[config.mk]
export PLATFORM = sky130hd
export DESIGN_NAME = bank_reloc
export DESIGN_NICKNAME = d
export VERILOG_FILES = /design/src/rtl/bank_reloc_pkg.sv /design/src/rtl/bank_reloc_regs.sv /design/src/rtl/bank_reloc_align.sv /design/src/rtl/bank_reloc.sv
export SDC_FILE = /design/constraint.sdc
export NUM_CORES = 1
export LEC_CHECK = 0
export CORE_MARGIN = 5
export CORE_UTILIZATION = 53
export CTS_CLUSTER_SIZE = 14
export DETAILED_ROUTE_END_ITERATION = 10
export PLACE_DENSITY = 0.84
export SLEW_MARGIN = 20
export SYNTH_ARGS = -nofsm -noshare
export SYNTH_HDL_FRONTEND = slang
export SYNTH_SLANG_ARGS = --single-unit
[constraint.sdc]
create_clock -name clk_i -period 2.56 [get_ports clk_i]
set_input_delay 0.512 -clock clk_i [delete_from_list [all_inputs] [get_ports clk_i]]
set_output_delay 0.512 -clock clk_i [all_outputs]
set_load 0.01 [all_outputs]
[src/rtl/bank_reloc_pkg.sv]
package bank_reloc_pkg;
   localparam int unsigned BUS_AW  = 18;
   localparam int unsigned SEL_W   = 2;
   localparam int unsigned MEM_AW  = 25;
   localparam int unsigned PASS_W  = BUS_AW - SEL_W;
   localparam int unsigned BANK_W  = MEM_AW - PASS_W;

   typedef enum logic [1:0] {
      ACC_IDLE = 2'b00,
      ACC_FWD  = 2'b01,
      ACC_TRAP = 2'b10
   } acc_kind_e;
endpackage

[src/rtl/bank_reloc_regs.sv]
module bank_reloc_regs #(
   parameter int unsigned SEL_W  = 2,
   parameter int unsigned BANK_W = 9,
   localparam int unsigned NREG  = 1 << SEL_W
) (
   input  logic              clk_i,
   input  logic              rst_ni,
   input  logic              we_i,
   input  logic [SEL_W-1:0]  widx_i,
   input  logic [BANK_W-1:0] wdata_i,
   input  logic [SEL_W-1:0]  ridx_i,
   output logic [BANK_W-1:0] rdata_o
);
   logic [BANK_W-1:0] bank_q [NREG];

   for (genvar g = 0; g < NREG; g++) begin : g_reg
      always_ff @(posedge clk_i) begin
         if (!rst_ni)
            bank_q[g] <= '0;
         else if (we_i && (widx_i == SEL_W'(g)))
            bank_q[g] <= wdata_i;
      end
   end

   assign rdata_o = bank_q[ridx_i];
endmodule

[src/rtl/bank_reloc_align.sv]
module bank_reloc_align
   import bank_reloc_pkg::*;
#(
   parameter int unsigned ALIGN_BITS = 1
) (
   input  logic                  req_i,
   input  logic                  stack_i,
   input  logic [ALIGN_BITS-1:0] addr_lsb_i,
   output acc_kind_e             kind_o
);
   initial begin
      if (ALIGN_BITS < 1) $error("ALIGN_BITS must be at least 1");
   end

   always_comb begin
      if (!req_i)
         kind_o = ACC_IDLE;
      else if (stack_i && (addr_lsb_i != '0))
         kind_o = ACC_TRAP;
      else
         kind_o = ACC_FWD;
   end
endmodule

[src/rtl/bank_reloc.sv]
module bank_reloc
   import bank_reloc_pkg::*;
#(
   parameter int unsigned BUS_W  = BUS_AW,
   parameter int unsigned IDX_W  = SEL_W,
   parameter int unsigned OUT_W  = MEM_AW,
   parameter int unsigned ALIGN  = 1,
   localparam int unsigned LOW_W = BUS_W - IDX_W,
   localparam int unsigned HI_W  = OUT_W - LOW_W
) (
   input  logic             clk_i,
   input  logic             rst_ni,
   input  logic             bus_req_i,
   input  logic [BUS_W-1:0] bus_addr_i,
   input  logic             stack_i,
   input  logic             cfg_we_i,
   input  logic [IDX_W-1:0] cfg_idx_i,
   input  logic [HI_W-1:0]  cfg_data_i,
   output logic             mem_req_o,
   output logic [OUT_W-1:0] mem_addr_o,
   output logic             trap_o
);
   initial begin
      if (OUT_W <= LOW_W) $error("OUT_W must exceed pass-through width");
      if (ALIGN > LOW_W)  $error("ALIGN exceeds pass-through width");
   end

   logic [HI_W-1:0] bank_sel;
   acc_kind_e       kind;
   logic            req_q, trap_q;
   logic [OUT_W-1:0] addr_q;

   bank_reloc_regs #(.SEL_W(IDX_W), .BANK_W(HI_W)) u_regs (
      .clk_i   (clk_i),
      .rst_ni  (rst_ni),
      .we_i    (cfg_we_i),
      .widx_i  (cfg_idx_i),
      .wdata_i (cfg_data_i),
      .ridx_i  (bus_addr_i[BUS_W-1 -: IDX_W]),
      .rdata_o (bank_sel)
   );

   bank_reloc_align #(.ALIGN_BITS(ALIGN)) u_align (
      .req_i      (bus_req_i),
      .stack_i    (stack_i),
      .addr_lsb_i (bus_addr_i[ALIGN-1:0]),
      .kind_o     (kind)
   );

   always_ff @(posedge clk_i) begin
      if (!rst_ni) begin
         req_q  <= 1'b0;
         trap_q <= 1'b0;
         addr_q <= '0;
      end else begin
         req_q  <= (kind == ACC_FWD);
         trap_q <= (kind == ACC_TRAP);
         if (kind == ACC_FWD)
            addr_q <= {bank_sel, bus_addr_i[LOW_W-1:0]};
      end
   end

   assign mem_req_o  = req_q;
   assign trap_o     = trap_q;
   assign mem_addr_o = addr_q;
endmodule

==> key figures <==
Drt
  • 1st-iter DRT viols: 84
  • Final wirelength: 5.433 mm
  • Wire length per cell: 16.56 um
  • Drt first pass iters: 4
  • Via/cell ratio: 5.250
  • Vias: 1,722
  • Routed Antenna Nets: 0
  • Post-route DRC: 0

Worst setup path
  • WS Path Type: reg2out
  • Crit path largest cell delay: 550 ps
  • Setup crit start: mem_addr_o[4]$_SDFFE_PN0N_
  • Reg2reg path depth: 2
  • Largest delay share family, worst path: buffers and inverters
  • Setup crit end kind: output port
  • Crit-path cells: clkdlybuf4s50_1
  • Worst Path Buf+Inv: 1
  • WP data required: 2050 ps
  • Worst R2R Setup Slack: 1430 ps
  • Slowest-stage cell, CP: clkdlybuf4s50_1
  • Startpoint Class: flop
  • CP Depth: 1
  • Arrival time worst endpoint: 1220 ps
  • R2R Path End: mem_addr_o[23]$_SDFFE_PN0N_
  • FF-to-FF Start: u_regs.bank_q[3][7]$_SDFFCE_PN0P_
  • CP Max Fanout: 2

Floorplanning
  • Row cnt: 25
  • Core ar.: 4692 um2
  • Die ar.: 6315 um2
  • Starting Density: 0.5451
  • Top-level I/O count: 61
  • Die X: 79.47 um
  • Die height: 79.47 um

STA
  • Peak Freq: 0.5775 GHz
  • Relative slew slack: 0.6059
  • Setup Viol. Count Final: 0
  • Max Clock Skew: 6.404 ps
  • Worst Tran Pin Value: 589.0 ps
  • Slew Limit Fails: 0
  • Hold Fails Final Rpt: 0
  • RSZ-0062 raised after global routing: no
  • Tcrit/Tclk final: 0.6764
  • Fin Setup TNS: 0 ps
  • Min Tclk post-route: 1732 ps

Yosys
  • Cell area after synthesis: 2557 um2
  • Ys async rst share: 0
  • Area contributors post-synth: edfxtp_1 42%, dfxtp_1 21%, and2_1 9.1%
  • EDFF count, synth: 36
  • Post-synth net total: 234
  • Synth Flop Type: edfxtp_1
  • Post-Syn Area per Cell: 12.79 um2
  • Synth top cells by count: 43 x nand2_1, 37 x and2_1, 36 x edfxtp_1
  • Yosys reg bits: 63
  • Seq/Total Area, Yosys: 0.6341
  • Synth warnings: 0
  • Area leader, netlist: edfxtp_1
  • Synthesized instance count: 200
  • Library cells used by synthesis: 20
  • Yosys top cell area share: 0.4227
  • Most common cell in the netlist: nand2_1

Worst hold path
  • Hold path startpoint: mem_addr_o[13]$_SDFFE_PN0N_
  • Min-delay worst type: reg2reg
  • Worst Hold End: mem_addr_o[13]$_SDFFE_PN0N_
  • Hold path depth: 2

Clock network
  • CTS H-tree lvls: 3
  • TritonCTS buffer count: 9
  • CTS Hold Bufs: 0
  • Setup repair bufs after CTS: 0
  • CTS tree: yes
  • Root buf cell: clkbuf_8
  • Max clock buf depth: 2
  • Clock transition at path regs: 70 ps
  • Clock Sinks: 63
  • CTS resizes: 0
  • Worst-Skew Late Latency: 330 ps

Global route
  • Initial antenna violation count: 0
  • Vias in the first global route: 1,769
  • Tot GR Track Use: 0.1845
  • Remaining Overflow, GRT: 0
  • First-pass GRT wire length: 8.625 mm
  • Largest net degree at the start of global routing: 28

Place
  • Cell Area, Placed: 3226 um2
  • GP Congestion: 0.7797
  • Count of input and output buffers: 60
  • DP HPWL: 3.781 mm

Finish
  • N_diodes: 0
  • Sequential Area: 1622 um2
  • Area grow syn2layout: 34.39%
  • Area occupied by multi-input gates: 879.6 um2
  • Fraction of layout instances using a drive strength above 1: 0.1168
  • Final instance area: 3437 um2
  • # fillers: 337
  • Total Nets Final: 303

Status
  • Run status: finished, final reports clean

Run
  • Max_cap viols: 0

Power
  • Leak: 0.001242 uW
  • PnR Total Power: 2339 uW
  • Pwr Density: 680.5 nW/um2
  • Max IR drop VDD: 0.0003813 V
## area by class of cell
| cell class | count | area share |
|---|---|---|
| multi-input cells | 127 | 0.2559 |
| repair buffers | 67 | 0.1900 |
| clock buffers | 9 | 0.03604 |
| well taps | 54 | 0.01966 |
| flip-flops and latches | 63 | 0.4718 |
| clock inverters | 7 | 0.02548 |
| inverters | 1 | 0.001092 |
## metal layers
layer  GRT usage  part of all wire
met5           0                 0
met4     0.09450             0.027
met3     0.03837             0.041
met2      0.3114              0.52
met1      0.2220              0.41
## cell families (layout without fill, tap and decap cells)
group / after synthesis / after routing / synth area share
buffers and inverters: 10 / 84 / 0.02201
AO/OA/AOI/OAI: 31 / 31 / 0.09687
flip-flops: 63 / 63 / 0.6341
AND/OR/NAND/NOR: 87 / 87 / 0.1678
multiplexers: 9 / 9 / 0.07925
## per-stage QoR
stage	std cells	util	worst slack, ps	hold WS, ps
after CTS	328	0.7325	817.0	455.0
final	328	0.7325	828.4	455.3
after detailed placement	312	0.6875	522.7	445.7
after floorplan	200	-	792.1	479.2
after global placement	312	0.6875	556.7	440.3
after global routing	328	0.7325	764.6	485.3
## flip-flops by register name, summed over array words and instances, names as in the netlist
| register | cells |
|---|---|
| u_regs.bank_q | 36 |
| trap_o | 1 |
| mem_addr_o | 25 |
| mem_req_o | 1 |
## worst max path at each step
stage / end / slack, ps
floorplan: u_regs.bank_q[0][0]$_SDFFCE_PN0P_ / 790
global placement: mem_addr_o[17]$_SDFFE_PN0N_ / 560
detailed placement: u_regs.bank_q[3][0]$_SDFFCE_PN0P_ / 520
CTS: mem_addr_o[19] / 820
global route: mem_addr_o[11]$_SDFFE_PN0N_ / 760
finish: mem_addr_o[4] / 830
## power by group
| part | internal [uW] | switching, uW |
|---|---|---|
| registers | 1140 | 23.1 |
| logic | 147 | 111 |
| clock network | 539 | 380 |
| total | 1830 | 514 |
## placed cells by master (no fill, tap or decap), drive strengths merged
cell and count:
and2 37, a21boi 17, edfxtp 36, inv 1
nand2 43, mux4 9, buf 7, bufinv 2
nor2 4, a21bo 1, and4 1, clkdlybuf4s50 60
nand2b 2, o2bb2ai 9, clkbuf 9, o21ai 4
dfxtp 27, clkinvlp 2, clkinv 3
Power figures use the tool's default switching activity.
